### src/rtl/hzd_pkg.sv
package hzd_pkg;
  localparam int NREG = 16;
  typedef logic [NREG-1:0] rmask_t;
  typedef struct packed {
    rmask_t dom;
    rmask_t rng;
  } ops_t;
  typedef struct packed {
    logic raw;
    logic waw;
    logic war;
  } haz_t;
endpackage

### src/rtl/hzd_slots.sv
module hzd_slots
  import hzd_pkg::*;
#(
  parameter int NSLOT = 4
) (
  input  logic                   clk,
  input  logic                   rst,
  input  logic [NSLOT-1:0]       done,
  input  logic [NSLOT-1:0]       alloc,
  input  ops_t                   wr_ops,
  output logic [NSLOT-1:0]       live,
  output ops_t [NSLOT-1:0]       ent
);
  logic [NSLOT-1:0] occ;

  // a slot retiring this cycle no longer takes part in comparison
  assign live = occ & ~done;

  always_ff @(posedge clk) begin
    if (rst) occ <= '0;
    else     occ <= live | alloc;
  end

  // payload needs no reset: occupancy qualifies it
  for (genvar i = 0; i < NSLOT; i++) begin : g_ent
    always_ff @(posedge clk) begin
      if (alloc[i]) ent[i] <= wr_ops;
    end
  end
endmodule

### config.mk
export PLATFORM = sky130hd
export DESIGN_NAME = hzd_slots
export DESIGN_NICKNAME = d
export VERILOG_FILES = /design/src/rtl/hzd_pkg.sv /design/src/rtl/hzd_slots.sv
export SDC_FILE = /design/constraint.sdc
export NUM_CORES = 1
export LEC_CHECK = 0
export ABC_CLOCK_PERIOD_IN_PS = 800
export BUFFER_PORTS_ARGS = -buffer_cell sky130_fd_sc_hd__buf_2
export CAP_MARGIN = 0
export CORE_MARGIN = 2
export CORE_UTILIZATION = 30
export CTS_CLUSTER_SIZE = 30
export DETAILED_ROUTE_END_ITERATION = 8
export PLACE_DENSITY = 0.62
export SYNTH_ARGS = -nofsm -noshare
export SYNTH_HDL_FRONTEND = slang
export SYNTH_SLANG_ARGS = --single-unit
export TNS_END_PERCENT = 1
### constraint.sdc
create_clock -name clk -period 0.8 [get_ports clk]
set_clock_uncertainty 0.15 [all_clocks]
set_input_delay 0.04 -clock clk [delete_from_list [all_inputs] [get_ports clk]]
set_output_delay 0.04 -clock clk [all_outputs]
set_load 0.05 [all_outputs]
==> summary.md, run 1 <==
| Metric | Value |
|---|---|
| Outcome | finished with violations |
| Failing checks | negative hold slack, negative setup slack |
| H-tree levels | 4 |
| Synth Area in Compound Gates | 0.996% |
| GPL Wtd Cong | just under 0.7 |
| Final min period | 1.23 ns |
| Synth Area in Simple Gates | 1.37% |
| Fin crit share | 154% |
| Grt peak-use layer | met2 |
| RSZ-0062 raised after global routing | true |
| Largest family of logic cells by synthesized area | simple AND/OR/NAND/NOR gates |
| Switching power | 5.39 mW |
| Worst-skew pair later-pin latency | 0.42 ns |
| Global route overflow | 0 |
| Syn Area/Cell | ~29 um2 |
| Average wire per standard cell | between 15 and 20 um |
| Met3 Track Usage GR | 5.85% |
| Proportion of layout cells with a drive suffix above 1 | 55.8% |
| LEAKAGE | 2.82 nW |
| Setup TNS | -47.45 ns |
| Clk pin slew, worst setup/hold paths | 0.06 ns |
| P_int | 14.7 mW |
| TritonCTS clock tree | yes |
| Post-synthesis cell type count | 4 |
| Hold violation total from the final report | ~130 |
| Count of routing violations after the opening detailed-route iteration | 105 |
| Detail Route Antenna Nets | 0 |
| #FFs+latches synth | 132 |
| Relative slew slack | 87.4% |
| Fmax | approximately 0.8 GHz |
| Register area share after synthesis | 97.6% |
| Crit Path Class | reg -> out |
| Crit path DAT | roughly 1.0 ns |
| Initial antenna violation count | 0 |
| Clock Path Buffers | 2 |
| GRT Util Overall | 13.4% |
| # nets final | 416 |
| Fin Hold WS | -0.194 ns |
| Slowest-stage cell, CP | dfxtp_1 |
| Max-Cap Viols | 0 |
| Crit-path max FO | 2 |
| I/O pin cnt | 174 |
| Post-route setup slack | -0.434 ns |
| Pin count of the biggest net entering global routing | 21 |
| Drt drc | 0 |
| Critical path cell sequence | nor2b_4, buf_6 |
| Antenna Cells | 0 |
| Vias in the first global route | about 2500 |
| FP Rows | 42 |
| Synth Area in XOR/XNOR | 0% |
| Post-synthesis adder-cell area fraction | 0% |
| Met2 Usage GRT | 23.5% |
| Setup Viol. Count Final | 136 |
| DP Wirelength | 5680 um |
| Drt via density | 3.99 |
| Max VDD drop | 1.23 mV |
| Clock share of power | 39.9% |
| Min-Delay Path Class | in -> reg |
| Syn Nets | ~180 |
| YS warnings | 0 |
| Area Growth Syn to Fin | 75.4% |
| Met1 usage | 13.8% |
| Power, Total | between 20 and 25 mW |
| Mux cell area share after synthesis | 0% |
| Crit path required time | approximately 0.61 ns |
| First-pass GRT wire length | 13800 um |
| Gate Count Post-Synth | 140 |
| Sequential power share | 42.2% |
| Switching share of power | about 27% |
| PortBufs | ~170 |
| Number of CTS-inserted buffers | 17 |
| First-pass iteration count of the detailed router | 4 |
| PD cells | approximately 2800 nW/um2 |
| Mapped Area | around 4000 um2 |
| Routed vias | 2245 |
| Worst setup SP type | register |
| DIE HEIGHT | roughly 120 um |
| Actual slew at the worst max-slew pin | 0.190 ns |
| Die area | 14300 um2 |
| Routed WL | 8980 um |
| Worst setup EP type | output port |
| Combinational share of power | 17.9% |
| Max Slew Vio Count | 0 |
| Hold buffers post-CTS | 33 |
| Die X | around 120 um |
| Starting Density | 30.6% |
| Core Box Area | 13100 um2 |
| Sinks on Clock Net | 132 |
| Max incr delay on CP | 0.31 ns |
| Clk root buf | clkbuf_16 |
-- metrics by stage --
stage / cells / utilization, % / hold slack, ns / area, um2 / worst slack (ns)
detailed placement: 497 / 40.1 / 0.106 / 5270 / -0.0826
global route: 563 / 53.7 / -0.200 / 7050 / -0.489
global placement: 497 / 40.1 / 0.0993 / 5270 / -0.0625
CTS: 562 / 53.6 / -0.217 / 7040 / -0.460
finish: 563 / 53.7 / -0.194 / 7050 / -0.434
floorplan: 140 / - / -0.0111 / 4020 / -0.166
-- metal layers --
layer	vias up	wire length (um)	part of all wire [%]
met5	-	0	0
met3	17	644	7.2
met2	116	4890	54
met1	1077	3280	37
li1	1035	-	-
met4	0	167	1.9
-- flip-flops by register name, summed over array words and instances, names as in the netlist --
name  flops
ent     128
occ       4
-- cell type report --
class / count / area [um2]
repair buffers: 215 / 2190
well taps: 176 / 220
fillers: 1021 / 6090
multi-input cells: 8 / 95.1
flip-flops and latches: 132 / 3930
clock buffers: 20 / 437
clock inverters: 12 / 180
-- Yosys cell counts --
cell type | instances | area, um2
dfxtp_1 | 4 | 80.1
edfxtp_1 | 128 | 3840
nor2b_4 | 4 | 55.1
o21ba_1 | 4 | 40.0
-- layout by cell type (no fill, tap or decap), drive strengths merged --
cell type and n:
dlygate4sd3 33, nor2b 4, clkinvlp 2, dfxtp 4, clkbuf 20, buf 182
bufinv 4, o21ba 4, edfxtp 128, clkinv 5, inv 1
-- cell families after synthesis --
family | count (synthesis)
and+or+nand+nor | 4
AOI/OAI and AO/OA | 4
DFF | 132
-- power groups by stage --
stage / Clock [mW] / Sequential [mW] / Combinational, mW
after floorplan: 0 / 10.3 / 0.0682
after global placement: 0 / 8.45 / 2.83
after detailed placement: 0 / 8.46 / 2.86
after CTS: 8.16 / 8.46 / 3.60
after global routing: 8.44 / 8.51 / 3.71
final: 8.00 / 8.46 / 3.60
-- path summary, 6_finish.rpt --
path,from,end,slack (ns),cells past startpoint
max,occ[3],live[3],-0.43,2
min,done[1],occ[1],-0.19,3
max reg2reg,occ[3],occ[3],-0.16,3
min reg2reg,occ[2],occ[2],0.45,2
-- timing repair --
| action | 4_1_cts | 5_1_grt |
|---|---|---|
| setup buffers | 0 | 1 |
| hold endpoints to repair | 260 | 132 |
| resized for setup | 265 | 1 |
| endpoints found under the setup margin | 136 | 136 |
-- critical path: cells and delay by family (launching register included) --
kind	cells	cell delay, ns
simple gates	1	0.15
flops	1	0.31
buf+inv	1	0.16
Note: power is estimated with default switching activity, not from simulation.
==> run 2: changes to the inputs <==
--- a/config.mk
+++ b/config.mk
@@ -5,14 +5,14 @@
 export SDC_FILE = /design/constraint.sdc
 export NUM_CORES = 1
 export LEC_CHECK = 0
-export ABC_CLOCK_PERIOD_IN_PS = 800
+export ABC_CLOCK_PERIOD_IN_PS = 1400
 export BUFFER_PORTS_ARGS = -buffer_cell sky130_fd_sc_hd__buf_2
 export CAP_MARGIN = 0
 export CORE_MARGIN = 2
 export CORE_UTILIZATION = 30
 export CTS_CLUSTER_SIZE = 30
 export DETAILED_ROUTE_END_ITERATION = 8
-export PLACE_DENSITY = 0.62
+export PLACE_DENSITY = 0.6
 export SYNTH_ARGS = -nofsm -noshare
 export SYNTH_HDL_FRONTEND = slang
 export SYNTH_SLANG_ARGS = --single-unit
==> constraint.sdc (replaced) <==
create_clock -name clk -period 1.4 [get_ports clk]
set_clock_uncertainty 0.15 [all_clocks]
set_input_delay 0.07 -clock clk [delete_from_list [all_inputs] [get_ports clk]]
set_output_delay 0.07 -clock clk [all_outputs]
set_load 0.05 [all_outputs]
==> summary.md, run 2 (synthesis results as in run 1) <==
| Metric | Value |
|---|---|
| Count of routing violations after the opening detailed-route iteration | 154 (+47%) |
| Proportion of layout cells with a drive suffix above 1 | 53.6% (-2.2 points) |
| Vias in the first global route | 2355 (-6.6%) |
| DP Area | 5180 um2 (-1.5%) |
| Antenna Cells | 0 (unchanged) |
| Largest registers | ent: 128 flops, occ: 4 flops |
| Combinational share of power | 16.6% (-1.3 points) |
| First-pass GRT wire length | 12400 um (-10%) |
| Fmax | 0.745 GHz |
| DIE HEIGHT | 120 um (unchanged) |
| Final min period | 1.34 ns |
| Pin count of the biggest net entering global routing | 34 (+62%) |
| Crit-path max FO | 2 (unchanged) |
| Setup Viol. Count Final | 0 (-100%) |
| P_int | 7.24 mW (-51%) |
| Post-route setup slack | 0.0584 ns (+0.492 ns) |
| H-tree levels | 4 (unchanged) |
| Postcts setup bufs | 0 (unchanged) |
| TritonCTS clock tree | yes |
| Crit Path Class | reg -> out |
| Die area | 14300 um2 (unchanged) |
| Min-Delay Path Class | in -> reg |
| Clock share of power | 36.6% (-3.3 points) |
| LEAKAGE | 2.48 nW (-12%) |
| Clock Path Buffers | 2 (unchanged) |
| I/O pin cnt | 174 (unchanged) |
| Dpl cells | 493 (-0.80%) |
| Worst setup EP type | output port |
| Switching power | 2.92 mW (-46%) |
| Detail Route Antenna Nets | 0 (unchanged) |
| Clk pin slew, worst setup/hold paths | 0.06 ns (about the same) |
| Post-Layout Inst Area | 6090 um2 (-14%) |
| Starting Density | 30.6% (unchanged) |
| Worst setup SP type | register |
| Routed WL | 8600 um (-4.3%) |
| Max VDD drop | 0.631 mV (-49%) |
| Area Growth Syn to Fin | 51.7% |
| Initial antenna violation count | 0 (unchanged) |
| DP Wirelength | 5200 um (-8.5%) |
| Setup TNS | 0 ns (+47.45 ns) |
| Final core utilization | 46.4% (-7.3 points) |
| Hold violation total from the final report | 0 (-100%) |
| Average wire per standard cell | 15.2 um (-4.5%) |
| Worst slack at placement | 0.481 ns (+0.564 ns) |
| Global route overflow | 0 (unchanged) |
| Commonest cells after routing, fill and taps aside | buf_2, edfxtp_1, dlygate4sd3_1 |
| RSZ-0062 raised after global routing | false |
| Die X | 120 um (unchanged) |
| Reg2reg setup slack | 0.57 ns (+0.73 ns) |
| Fin Hold WS | 0.262 ns (+0.455 ns) |
| Sinks on Clock Net | 132 (unchanged) |
| Sequential power share | 46.8% (+4.6 points) |
| Routed vias | 2294 (+2.2%) |
| PD cells | 1670 nW/um2 (-41%) |
| Max-Cap Viols | 0 (unchanged) |
| FP Rows | 42 (unchanged) |
| Number of CTS-inserted buffers | 17 (unchanged) |
| Drt via density | 4.07 (+2.0%) |
| Drt drc | 0 (unchanged) |
| Max reg flops | 128 (unchanged) |
| Outcome | completed |
| FF-to-FF path depth | 2 (-1) |
| Crit path DAT | 1.12 ns (+0.08 ns) |
| Switching share of power | 28.7% (+1.9 points) |
| First-pass iteration count of the detailed router | 4 (unchanged) |
| Power, Total | 10.2 mW (-49%) |
| Most common library cell in the layout ignoring fill and taps | buf_2 |
| PortBufs | 173 (unchanged) |
| Non-Filler Instances | 564 (+0.18%) |
| GPL Wtd Cong | 0.671 (-2.8%) |
| # nets final | 419 (+0.72%) |
| Max Slew Vio Count | 0 (unchanged) |
| Core Box Area | 13100 um2 (unchanged) |
| Clk root buf | clkbuf_16 |
| Fin crit share | a little over nine tenths |
| Hold path cells | 2 (-1) |
| Actual slew at the worst max-slew pin | 0.267 ns (+0.0771 ns) |
| GRT Util Overall | 12.1% (-1.2 points) |
| Worst-skew pair later-pin latency | 0.41 ns (about the same) |
| Relative slew slack | 82.3% (-5.0 points) |
| Crit path required time | 1.18 ns (+0.57 ns) |
| Biggest register | ent |
## run 2: cell count changes in the layout (fill, tap and decap cells not counted), sizes merged
cell and delta:
clkbuf -1, buf -5, clkinv +4, inv -1, bufinv -4, dlygate4sd3 +8
## run 2: power by group through the flow
| stage | logic, mW | clock network [mW] | registers (mW) |
|---|---|---|---|
| 6_report | 1.68 | 3.72 | 4.76 |
| 3_5_place_dp | 1.60 | 0 | 4.84 |
| 4_1_cts | 1.69 | 3.82 | 4.76 |
| 3_3_place_gp | 1.59 | 0 | 4.84 |
| 2_1_floorplan | 0.0390 | 0 | 5.91 |
| 5_1_grt | 1.74 | 3.98 | 4.78 |
## run 2: what timing repair did
action                                 CTS  global route
gates resized for setup                  0             0
endpoints found under the hold margin  260            16
hold buffers                            40             2
setup endpoints to repair                0             1
## run 2: per-layer routing
layer  global-route usage, %  wire (um)  share of wire [%]  vias to the layer above
met5                       0          0                  0                        -
met4                    6.76        120                1.4                        0
met3                    4.90        534                6.2                       10
met2                    20.4       4540                 53                      102
met1                    13.1       3400                 40                     1136
li1                        -          -                  -                     1046
## run 2: worst max-delay path: stages (launching register included)
cell and delay, ns:
dfxtp_1 0.31, nor2b_4 0.14, buf_2 0.26
## run 2: cell type report
| type | count | area [um2] |
|---|---|---|
| Clock buffer | 19 | 433 |
| Clock inverter | 11 | 66.3 |
| Fill cell | 1155 | 7040 |
| Multi-Input combinational cell | 8 | 95.1 |
| Sequential cell | 132 | 3920 |
| Tap cell | 176 | 220 |
| Timing Repair Buffer | 218 | 1360 |
## run 2: path summary, 6_finish.rpt
path,to,from
max,live[1],occ[1]
min,ent[15],wr_ops[15]
max reg2reg,occ[0],occ[0]
min reg2reg,occ[2],occ[2]
